===== config.mk =====
export PLATFORM = sky130hd
export DESIGN_NAME = uart_rx_rts
export DESIGN_NICKNAME = d
export VERILOG_FILES = /design/src/rtl/uart_rx_rts.sv
export SDC_FILE = /design/constraint.sdc
export NUM_CORES = 1
export LEC_CHECK = 0
export BUFFER_PORTS_ARGS = -buffer_cell sky130_fd_sc_hd__buf_2
export CAP_MARGIN = 20
export CORE_MARGIN = 2
export CORE_UTILIZATION = 63
export DETAILED_ROUTE_END_ITERATION = 7
export PLACE_DENSITY = 0.83
export SYNTH_ARGS = -nofsm -noshare
export SYNTH_HDL_FRONTEND = slang
export SYNTH_SLANG_ARGS = --single-unit

===== constraint.sdc =====
create_clock -name clk -period 3.4 [get_ports clk]
set_input_delay 0.17 -clock clk [delete_from_list [all_inputs] [get_ports clk]]
set_output_delay 0.17 -clock clk [all_outputs]
set_load 0.005 [all_outputs]

===== src/rtl/uart_rx_rts.sv =====
module uart_rx_rts #(
  parameter int DATA_W = 8,
  parameter int OVS    = 16,
  parameter int DEPTH  = 4
) (
  input  logic              clk,
  input  logic              rst_n,
  input  logic              rx_i,
  input  logic              tick_i,
  input  logic              rts_en_i,
  input  logic              fifo_mode_i,
  output logic [DATA_W-1:0] rd_data_o,
  output logic              rd_valid_o,
  input  logic              rd_ready_i,
  output logic              rx_not_empty_o,
  output logic              overrun_o,
  output logic              frame_err_o,
  output logic              rts_n_o
);
  localparam int CW = $clog2(OVS);
  localparam int BW = (DATA_W > 1) ? $clog2(DATA_W) : 1;
  localparam int PW = (DEPTH > 1) ? $clog2(DEPTH) : 1;
  localparam int NW = $clog2(DEPTH + 1);
  localparam logic [CW-1:0] HALF   = CW'(OVS / 2 - 1);
  localparam logic [CW-1:0] FULLT  = CW'(OVS - 1);
  localparam logic [BW-1:0] LASTB  = BW'(DATA_W - 1);
  localparam logic [PW-1:0] LASTP  = PW'(DEPTH - 1);
  localparam logic [NW-1:0] CAP    = NW'(DEPTH);

  typedef enum logic [1:0] {S_IDLE, S_START, S_DATA, S_STOP} st_t;

  st_t              st;
  logic [1:0]       sync;
  logic [CW-1:0]    tcnt;
  logic [BW-1:0]    bidx;
  logic [DATA_W-1:0] sh;
  logic [DATA_W-1:0] mem [DEPTH];
  logic [PW-1:0]    wp, rp;
  logic [NW-1:0]    cnt;

  wire rx_s      = sync[1];
  wire frame_end = tick_i && (st == S_STOP) && (tcnt == FULLT);
  wire good      = frame_end && rx_s;
  wire bad       = frame_end && !rx_s;
  wire full      = fifo_mode_i ? (cnt == CAP) : (cnt != '0);
  wire push      = good && !full;
  wire pop       = rd_valid_o && rd_ready_i;

  assign rd_valid_o     = (cnt != '0);
  assign rx_not_empty_o = rd_valid_o;
  assign rd_data_o      = mem[rp];
  assign rts_n_o        = rts_en_i && full;

  always_ff @(posedge clk or negedge rst_n)
    if (!rst_n) sync <= 2'b11;
    else        sync <= {sync[0], rx_i};

  always_ff @(posedge clk or negedge rst_n) begin
    if (!rst_n) begin
      st   <= S_IDLE;
      tcnt <= '0;
      bidx <= '0;
      sh   <= '0;
    end else if (tick_i) begin
      case (st)
        S_IDLE: if (!rx_s) begin
          st   <= S_START;
          tcnt <= '0;
        end
        S_START: if (tcnt == HALF) begin
          tcnt <= '0;
          bidx <= '0;
          st   <= rx_s ? S_IDLE : S_DATA;
        end else tcnt <= tcnt + 1'b1;
        S_DATA: if (tcnt == FULLT) begin
          tcnt <= '0;
          sh   <= {rx_s, sh[DATA_W-1:1]};
          if (bidx == LASTB) st <= S_STOP;
          else               bidx <= bidx + 1'b1;
        end else tcnt <= tcnt + 1'b1;
        default: if (tcnt == FULLT) begin
          tcnt <= '0;
          st   <= S_IDLE;
        end else tcnt <= tcnt + 1'b1;
      endcase
    end
  end

  always_ff @(posedge clk or negedge rst_n) begin
    if (!rst_n) begin
      overrun_o   <= 1'b0;
      frame_err_o <= 1'b0;
    end else begin
      overrun_o   <= good && full;
      frame_err_o <= bad;
    end
  end

  always_ff @(posedge clk) if (push) mem[wp] <= sh;

  always_ff @(posedge clk or negedge rst_n) begin
    if (!rst_n) begin
      wp  <= '0;
      rp  <= '0;
      cnt <= '0;
    end else begin
      if (push) wp <= (wp == LASTP) ? '0 : wp + 1'b1;
      if (pop)  rp <= (rp == LASTP) ? '0 : rp + 1'b1;
      case ({push, pop})
        2'b10:   cnt <= cnt + 1'b1;
        2'b01:   cnt <= cnt - 1'b1;
        default: cnt <= cnt;
      endcase
    end
  end

  p_rts_off_r1: assert property (@(posedge clk) disable iff (!rst_n)
    rts_n_o |-> rts_en_i);
  p_single_rts_r3: assert property (@(posedge clk) disable iff (!rst_n)
    (!fifo_mode_i && rts_n_o) |-> rx_not_empty_o);
  p_fifo_rts_r4: assert property (@(posedge clk) disable iff (!rst_n)
    (fifo_mode_i && rts_n_o) |-> (cnt == CAP));
  p_last_pop_r5: assert property (@(posedge clk) disable iff (!rst_n)
    (pop && !push && cnt == NW'(1)) |=> !rd_valid_o);
  p_drop_keep_r8: assert property (@(posedge clk) disable iff (!rst_n)
    (overrun_o && !$past(pop)) |-> (cnt == $past(cnt)));
  p_ferr_keep_r9: assert property (@(posedge clk) disable iff (!rst_n)
    (frame_err_o && !$past(pop)) |-> (cnt == $past(cnt)));
  p_flags_excl_r9: assert property (@(posedge clk) disable iff (!rst_n)
    !(frame_err_o && overrun_o));
  p_no_overflow_r10: assert property (@(posedge clk) disable iff (!rst_n)
    cnt <= CAP);
endmodule


# == Word level (Yosys, flattened, before mapping) ==
# Memory sizes are Yosys's and may differ from the RTL's.
# Index checks and enable logic that the tools add are counted.
# totals
reg_bits,28
ram_bits,32
input_bits,7
output_inout_bits,13
elab_cells,73
mem_count,1
# mem_list
memory,words,word_bits,rd,rd_ports_with_merged_regs,write_ports,line_no,text
mem,4,8,1,0,1,37,logic [DATA_W-1:0] mem [DEPTH];
# op_classes
add_sub_neg,6
n_eq_ne,16
n_mux,21
reduce_logical,19
# op_table
op,n
2-bit 2-to-1 mux,8
4-bit 2-to-1 mux,3
3-bit one-hot mux with 2 select lines,2
2-bit equality test (second input constant),5
2-bit inequality test (second input constant),5
3-bit 2-to-1 mux,3
1-bit logical AND,8
4-bit one-hot mux with 2 select lines,1
3-bit by 1-bit adder with 3-bit output (second input constant),2
3-bit equality test (second input constant),2
2-bit one-hot mux with 3 select lines,1
6-bit AND reduction,1
3-bit nonzero test,2
5-bit AND reduction,1
2-bit by 1-bit adder with 2-bit output (second input constant),2
4-bit by 1-bit adder with 4-bit output (second input constant),1
2-bit by 1-bit equality test with 1-bit output (second input constant),2
4-bit by 3-bit equality test with 1-bit output (second input constant),1
4-bit equality test (second input constant),1
2-bit nonzero test,2
1-bit 2-to-1 mux,3
3-bit AND reduction,1
3-bit by 1-bit subtractor with 3-bit output (second input constant),1
1-bit logical NOT,2
other kinds (2),2

# == Longest topological paths before layout ==
# depth
word_depth,7
ltp_mapped,11
ltp_nobuf,11

# == Worst setup path before layout ==
# No wires, ideal clock.
# synth_timing
kind,register -> register
startpoint,reg tcnt[0]
endpoint,reg cnt[2]
setup_ps,79
arrival_time_ps,2112
t_required_ps,3321
slack_ps,1209
stages_incl_launch_ff,12
path_buffers,0
period_less_slack_ps,2191
path_cell_list,dfrtp_1 -> ha_1 -> and4_2 -> nand4_1 -> a21oi_4 -> inv_1 -> ha_1 -> inv_1 -> fa_1 -> xor2_1 -> nor2_1 -> xor2_1
# synth_between
elab_chain_len,6
word_cells_on_any_way,8
classes_between,eq/ne (3); mux (1); reduce/logical (4)
# synth_rtl
item,line_no,text
"start, declared",34,logic [CW-1:0] tcnt;
"start signal, assigned",74,end else tcnt <= tcnt + 1'b1;
"start signal, assigned",80,end else tcnt <= tcnt + 1'b1;
"start signal, assigned",84,end else tcnt <= tcnt + 1'b1;
4-bit equality test *,42,wire frame_end = tick_i && (st == S_STOP) && (tcnt == FULLT);
1-bit logical AND *,42,
1-bit logical AND *,43,wire good = frame_end && rx_s;
1-bit logical AND *,46,wire push = good && !full;
2-bit by 1-bit equality test with 1-bit output or 2-bit equality test (tied branches),109,"case ({push, pop})"
3-bit one-hot mux with 2 select lines or 2-bit nonzero test (tied branches),n/a,
"end signal, assigned",110,2'b10: cnt <= cnt + 1'b1;
"end signal, assigned",111,2'b01: cnt <= cnt - 1'b1;
"end signal, assigned",112,default: cnt <= cnt;
"end, declared",39,logic [NW-1:0] cnt;
# Every way passes the cells marked *; elsewhere a longest branch is shown, timed or not.
# A chain may end at the register's enable or synchronous reset.

# == Final worst setup path ==
# Ends and elaborated chain as after synthesis.

==> run metrics <==
Area contributors post-synth=edfxtp_1 (37%), dfrtp_1 (25%), mux4_2 (6.9%), mux2_2 (4.7%), ha_1 (4.3%); Util after Layout=roughly three quarters; number of global-route vias before repair=1480; kind of critical path=register to register; crit start category=register; clock sinks=60; final setup vio count=0; area of the multi-input gates=between 800 and 900 um2; Detail Placement HPWL=between 2000 and 3000 um; Starting Density=between 60 and 70%; slowest cell delay on critical path=between 300 and 400 ps; fin crit share=between 70% and 80%; cells after synthesis=171; worst-path fanout max=7; first-pass GRT wire length=slightly above 7000 um; synth-to-layout area growth=13.0%; router iterations before antenna repair=4; # DRC=0; critical path data arrival time=2650 ps; CP Cell Sequence=ha_1 > and4_2 > nand4_1 > a21oi_4 > inv_1 > ha_1 > inv_1 > fa_1 > xor2_1 > nor2_1 > xor2_1; GP Congestion=between 0.8 and 0.9; Max Buffers Root-to-Sink=2; clock slew at reported path FFs=approximately 60 ps; Vias per Instance=about 5.8; H-Tree Depth=3; I/O pin cnt=20; die span in y=around 70 um; fraction of registers with async set/reset=a little under half; dominant cell type by area after synthesis=edfxtp_1; hold slack=approximately 130 ps; CTS tree=built; CTS Buf Count=9; top post-synthesis cells by count=edfxtp_1 (32), dfrtp_1 (26), mux2_2 (11); maximum vdd ir drop=0.372 mV; clk root buf=clkbuf_8; critical path endpoint category=register; std cell rows=23; Post-synth EDFFs=32; Setup TNS=0 ps; post-synthesis sequential area ratio=roughly 63%; worst reg2reg path endpoint=cnt[2]$_DFFE_PN0P_; top-count cell post-synth=edfxtp_1; Unique masters post-synth=47; Warnings, synthesis=0; ANT nets after route=0; CP Launch Point=tcnt[0]$_DFFE_PN0P_; filler cell count=roughly 250; Setup Fix Bufs, Post-CTS=0; initial antenna violation count=0; WHS Path Cells=3; Lkg Pwr=1.26 nW; Die Footprint=between 4000 and 5000 um2; Worst Tran Pin Value=649 ps; number of I/O port buffers=19; worst path required time=~3600 ps; layout cells sized above 1=between 30 and 40%; Die Wd=between 60 and 70 um; synthesized flop and latch total=60; synthesized cell area=roughly 2600 um2; FF-to-FF setup slack=about 970 ps; total gr overflow=0; RSZ-0062 raised after global routing=false; CP max-delay cell=dfrtp_1; Tightest Hold Check Type=primary input to register; Worst-Skew Late Latency=between 300 and 400 ps; time the worst path needs with I/O delays and setup=between 2000 and 2500 ps; Net Count, Synth=188; Setup Skew=~8.2 ps; core area=between 4000 and 5000 um2; post-cts repair resize count=0; Initial DRC Count=between 100 and 150; Slew HR=between 50% and 60%; worst-case reg-to-reg path depth=11; Primary FF master, synth=edfxtp_1; drt wl/cell=about 18 um; outcome=complete, no violations; Slew Limit Fails=0; Hold Vio Cnt, Final=0; Max Fclk=a little over 400 MHz; crit path to=cnt[2]$_DFFE_PN0P_; vias=1459; largest net degree at the start of global routing=29; Routed WL=4460 um; CTS hold repair buffers=2; Total Routing Usage GR=22.9%; maxcap violations=0; RR Startpoint=tcnt[0]$_DFFE_PN0P_; Pwr Density=about 660 nW/um2; Register Area=around 1700 um2; diodes inserted=0; Synth top area share=between 30% and 40%; Mapped Avg Cell Area=15.4 um2; layout net count=between 200 and 250
==> per-stage QoR <==
stage          total power [mW]  cells  instance area [um2]  setup WS [ps]
6_report                   1.96    251                 2970            972
2_1_floorplan              1.22    171                 2630           1210
3_3_place_gp               1.30    233                 2750           1130
4_1_cts                    1.97    251                 2970            994
5_1_grt                    2.06    251                 2970            802
3_5_place_dp               1.33    233                 2750            994
==> how the worst min path moves through the flow <==
stage          startpoint                   to  slack (ps)
2_1_floorplan       rst_n  bidx[0]$_DFFE_PN0P_        -130
3_3_place_gp        rst_n    sh[2]$_DFFE_PN0P_         220
3_5_place_dp        rst_n   cnt[0]$_DFFE_PN0P_         230
4_1_cts            tick_i  tcnt[1]$_DFFE_PN0P_         120
5_1_grt            tick_i  tcnt[1]$_DFFE_PN0P_         160
6_report           tick_i  tcnt[1]$_DFFE_PN0P_         130
==> logic make-up after synthesis <==
kind of cell / Yosys count / share of synthesized area (%)
AO/OA/AOI/OAI: 18 / 5.28
XOR/XNOR: 3 / 0.999
adder cells (fa/ha/maj): 10 / 5.04
buffers and inverters: 16 / 2.71
flip-flops: 60 / 63.3
multiplexers: 24 / 13.8
AND/OR/NAND/NOR: 40 / 8.85
==> critical path, delay by kind of cell, from the launching register on <==
kind / cells / cell delay (ps)
buffers and inverters: 2 / 160
adder cells (fa/ha/maj): 3 / 660
flip-flops: 1 / 380
AND/OR/NAND/NOR: 3 / 530
XOR/XNOR: 2 / 320
AO/OA/AOI/OAI: 1 / 250
==> power by group <==
group | internal (mW) | switching, mW | total (mW)
clock network | 0.376 | 0.267 | 0.643
logic | 0.214 | 0.158 | 0.373
registers | 0.821 | 0.120 | 0.941
==> state kept, by name (all words and copies together), names as in the netlist <==
register,count
bidx,3
cnt,3
frame_err_o,1
mem,32
overrun_o,1
rp,2
sh,8
st,2
sync,2
tcnt,4
wp,2
==> cell type report <==
class	instances	area share, %
Inverter	9	1.14
Timing Repair Buffer	21	3.87
Sequential cell	60	56.0
Tap cell	50	2.10
Multi-Input combinational cell	95	30.1
Clock inverter	4	1.60
Clock buffer	12	5.22
==> cells in the final DEF (no fill, tap or decap), types with 4 or more instances in the layout <==
cell	Yosys	final
nor2_1	8	8
o21ai_0	4	4
edfxtp_1	32	32
mux4_2	8	8
ha_1	9	9
buf_2	3	19
and2_1	4	4
dfrtp_1	26	26
inv_1	9	9
clkbuf_8	0	11
mux2_2	11	11
nand2_1	8	8
==> routing by layer <==
metal  vias up  GRT usage [%]  wire length [um]
met5         -              0                 0
met4         0           11.3                82
met3         9           7.31               179
met2        37           36.2              2250
met1       732           28.6              1960
li1        681              -                 -
Power figures use the tool's default switching activity.
